`config.mk`:
```
export PLATFORM = sky130hd
export DESIGN_NAME = bit_depth_reducer
export DESIGN_NICKNAME = d
export VERILOG_FILES = /design/src/rtl/bit_depth_reducer.sv
export SDC_FILE = /design/constraint.sdc
export NUM_CORES = 1
export LEC_CHECK = 0
export ABC_AREA = 1
export BUFFER_PORTS_ARGS = -buffer_cell sky130_fd_sc_hd__clkbuf_2
export CORE_MARGIN = 5
export CORE_UTILIZATION = 45
export CTS_BUF_LIST = sky130_fd_sc_hd__clkbuf_4 sky130_fd_sc_hd__clkbuf_8 sky130_fd_sc_hd__clkbuf_16
export DETAILED_ROUTE_END_ITERATION = 8
export PLACE_DENSITY = 0.7
export SLEW_MARGIN = 20
export SYNTH_ARGS = -nofsm -noshare
export SYNTH_HDL_FRONTEND = slang
export SYNTH_SLANG_ARGS = --single-unit
```
`constraint.sdc`:
```
create_clock -name clk -period 12.06 [get_ports clk]
set_clock_uncertainty 0.15 [all_clocks]
set_input_delay 2.412 -clock clk [delete_from_list [all_inputs] [get_ports clk]]
set_output_delay 2.412 -clock clk [all_outputs]
set_load 0.02 [all_outputs]
```
`src/rtl/bit_depth_reducer.sv`:
```
module bit_depth_reducer #(
  parameter int W = 24
) (
  input  logic         clk,
  input  logic         rst,
  input  logic         in_valid,
  input  logic [W-1:0] in_left,
  input  logic [W-1:0] in_right,
  input  logic [W-1:0] in_ctrl,
  output logic [W-1:0] out_left,
  output logic [W-1:0] out_right,
  output logic         out_valid
);
  localparam int SEL_W = 3;
  localparam int SEL_HI = W - 2;
  localparam int SEL_LO = W - 1 - SEL_W;
  localparam logic [W-1:0] MOST_NEG = {1'b1, {(W-1){1'b0}}};
  localparam logic [W-1:0] MOST_POS = {1'b0, {(W-1){1'b1}}};

  function automatic logic [W-1:0] keep_mask(input logic [SEL_W-1:0] code);
    int keep;
    logic [W-1:0] m;
    keep = (code == '0) ? W : W - 6 - 2 * int'(code);
    m = '1;
    return m << (W - keep);
  endfunction

  logic signed [W-1:0] half_l, half_r;
  logic signed [W:0]   sum_wide;
  logic [W-1:0]        sum, mag, trunc, result;
  logic [SEL_W-1:0]    code;
  logic                neg;

  assign half_l   = $signed(in_left) >>> 1;
  assign half_r   = $signed(in_right) >>> 1;
  assign sum_wide = {half_l[W-1], half_l} + {half_r[W-1], half_r};
  assign sum      = sum_wide[W-1:0];
  assign neg      = sum[W-1];
  assign code     = in_ctrl[SEL_HI:SEL_LO];
  assign mag      = !neg ? sum : (sum == MOST_NEG) ? MOST_POS : -sum;
  assign trunc    = mag & keep_mask(code);
  assign result   = neg ? -trunc : trunc;

  always_ff @(posedge clk) begin
    if (rst) begin
      out_left  <= '0;
      out_right <= '0;
      out_valid <= 1'b0;
    end else begin
      out_valid <= in_valid;
      if (in_valid) begin
        out_left  <= result;
        out_right <= result;
      end
    end
  end

  p_sum_fits_r1: assert property (@(posedge clk) disable iff (rst)
    in_valid |-> sum_wide[W] == sum_wide[W-1]);
  p_pos_no_flip_r3: assert property (@(posedge clk) disable iff (rst)
    in_valid && !neg |=> !out_left[W-1]);
  p_neg_stays_r4: assert property (@(posedge clk) disable iff (rst)
    in_valid && neg |=> out_left[W-1] || out_left == '0);
  p_full_depth_r5: assert property (@(posedge clk) disable iff (rst)
    in_valid && code == '0 && sum != MOST_NEG |=> out_left == $past(sum));
  p_min_sat_r6: assert property (@(posedge clk) disable iff (rst)
    in_valid && code == '0 && sum == MOST_NEG |=> out_left == MOST_NEG + 1'b1);
  p_valid_next_r8: assert property (@(posedge clk) disable iff (rst)
    in_valid |=> out_valid);
  p_idle_hold_r8: assert property (@(posedge clk) disable iff (rst)
    !in_valid |=> !out_valid && $stable(out_left) && $stable(out_right));
endmodule

```
==> metrics <==
Fin. Hold Viols=0; dpl cell area=about 0.0052 mm2; max-cap viol count=0; status=finished clean; vias in the first global route=4679; Mapped Cells=about 920; n_diodes=0; CTS Hold Bufs=0; R2R depth=4; Sink Count=25; commonest non-fill, non-tap cell in the layout=nand2_1; CP most frequent cell=nand2_1; via count=around 5300; Post-Route Utilization=approximately half; Cell Pwr Density=between 90 and 100 mW/mm2; share of the synthesized area in the top cell type=a little over a quarter; H-tree Lvls=1; worst path cell trace=clkbuf_2 > ha_1 > nand2_2 > nor2_2 > nand2_1 > nor2_1 > nand2_1 > nand3_1 > nand2_1 > nand2_2 > nand2_1 > nor2_1 > nand3_4 > a21oi_2 > inv_1 > ha_1 > nand3_2 > nor2_1 > nand3_1 > nand2_1 > xnor2_1 > nand2_1 > nand2_1 > inv_1; Lkg Pwr=about 3.3 nW; Synth area leaders=nand2_1, inv_1, dfxtp_1; CP Launch Type=primary input; Area Growth Syn to Fin=9.45%; first-pass GRT wire length=about 20 mm; Layout fillers=1195; Crit Path Category=primary input to register; Final period util=51.3%; cell area after synthesis=roughly 0.0048 mm2; Root Buffer=clkbuf_8; Storage cell area=approximately 500 um2; Routed Antenna Nets=0; largest stage delay on the critical path=around 0.71 ns; Rel. slew slack=approximately 34%; cts bufs inserted=3; clock buffer depth=2; final net count=1090; Ports=124; highest clock rate=around 160 MHz; row count=37; most frequent cells in the layout=nand2_1, inv_1, clkbuf_2, nand3_1, nor2_1; post-placement worst setup slack=roughly 5.6 ns; Period minus WS final=6.19 ns; GRT overflow=0; Worst Setup End Kind=register; CP arrival=between 6 and 7 ns; die area=approximately 0.013 mm2; core area=0.0104 mm2; first-pass iteration count of the detailed router=7; initial antenna violation count=0; RSZ-0062 raised after global routing=no; Ys Warns=0; cell taking the most area after synthesis=nand2_1; Clock Latency Late Sink=about 0.26 ns; Die H=114 um; register area share after synthesis=10.4%; VDD IR max=68.2 uV; Total GRT Usage=between 10% and 20%; post_cts resized=0; class of the most critical hold timing path=register to register; post-route cell area=0.00528 mm2; Synth Area per Inst=5.26 um2; Netlist cell types=36; # placed instances=roughly 1100; port bufs=100; setup_tns=0 ns; die width=around 110 um; Worst Tran Pin Value=0.988 ns; Worst EP required=between 10 and 15 ns; Vias/cell=between 4 and 5; multi-input logic area=approximately 0.0035 mm2; Post-DP HPWL=just over 10 mm; DRC=0; Setup WS post-layout=between 5 and 6 ns; slowest CP cell=nand2_2; hold depth=2; fin. max-slew vios=0; Non-Filler Instances=1119; routed len/inst=between 10 and 15 um; Setup violations, final=0; CTS clk-pin slew, worst paths=0.08 ns; WL final=around 12 mm; syn nets=1023; Initial Utilization=between 40% and 50%; fraction of final layout cells with drive strength greater than 1=around 17%; Post-CTS Setup Bufs=0; routability cong.=0.870; largest net degree at the start of global routing=54; Iteration-0 DRC Markers=296; CP max FO=53; #FFs+latches synth=25; CTS tree=done
## kinds of logic (layout without fill, tap and decap cells)
family          Yosys count  count (layout)  share of synthesized area [%]
buf+inv                 185             251                           16.9
flops                    25              25                           10.4
compound gates           69              69                           7.92
fa+ha+maj                31              31                           8.20
xor+xnor                 18              18                           3.27
simple gates            589             589                           53.3
## stage by stage
| step | hold slack (ns) | power (mW) |
|---|---|---|
| global placement | 0.324 | 0.467 |
| detailed placement | 0.337 | 0.471 |
| floorplan | 0.405 | 0.404 |
| CTS | 0.349 | 0.521 |
| global route | 0.378 | 0.578 |
| finish | 0.344 | 0.518 |
## final cells by class
class	instances	share of cell area, %
Timing Repair Buffer	100	9.49
Clock buffer	4	0.925
Multi-Input combinational cell	707	66.4
Inverter	147	10.5
Tap cell	136	3.23
Sequential cell	25	9.49
## routing by layer
metal | track usage [%] | share of wire [%] | vias to the layer above
met5 | 0 | 0 | -
met4 | 4.25 | 1.9 | 0
met3 | 0.690 | 6.5 | 16
met2 | 31.2 | 43 | 152
met1 | 24.5 | 49 | 2167
li1 | - | - | 2950
## cell usage after synthesis (all sizes together)
cell    instances
o31ai           1
o21ai          25
or2             1
o21bai          2
nor2           98
a21oi          33
buf            32
nand4           9
dfxtp          25
inv           147
xor2            7
fa              1
clkbuf          6
and2            4
nor4            1
xnor2          11
nand3          99
a31oi           3
o221ai          1
o211ai          4
nand3b          2
nand2         373
nor3            2
ha             30
## power breakdown
part | internal (mW) | total [mW] | switching [mW]
logic | 0.126 | 0.368 | 0.243
registers | 0.0932 | 0.100 | 0.00712
clock network | 0.0258 | 0.0492 | 0.0234
total | 0.245 | 0.518 | 0.273
## final timing paths
path | from | endpoint | slack [ns]
hold reg to reg | out_right[1] | out_right[1] | 0.34
setup / recovery | in_left[11] | out_right[12] | 5.87
setup reg to reg | out_right[8] | out_right[8] | 11.23
hold / removal | out_right[1] | out_right[1] | 0.34
## state kept, by name, summed over array words and instances, names as in the netlist
register / count
out_valid: 1
out_right: 24
## critical path: cells and delay by family
family	cells	cell delay (ns)
xor+xnor	1	0.21
compound gates	1	0.27
fa+ha+maj	2	0.64
simple gates	17	2.45
buf+inv	3	0.19
Power figures use the tool's default switching activity.
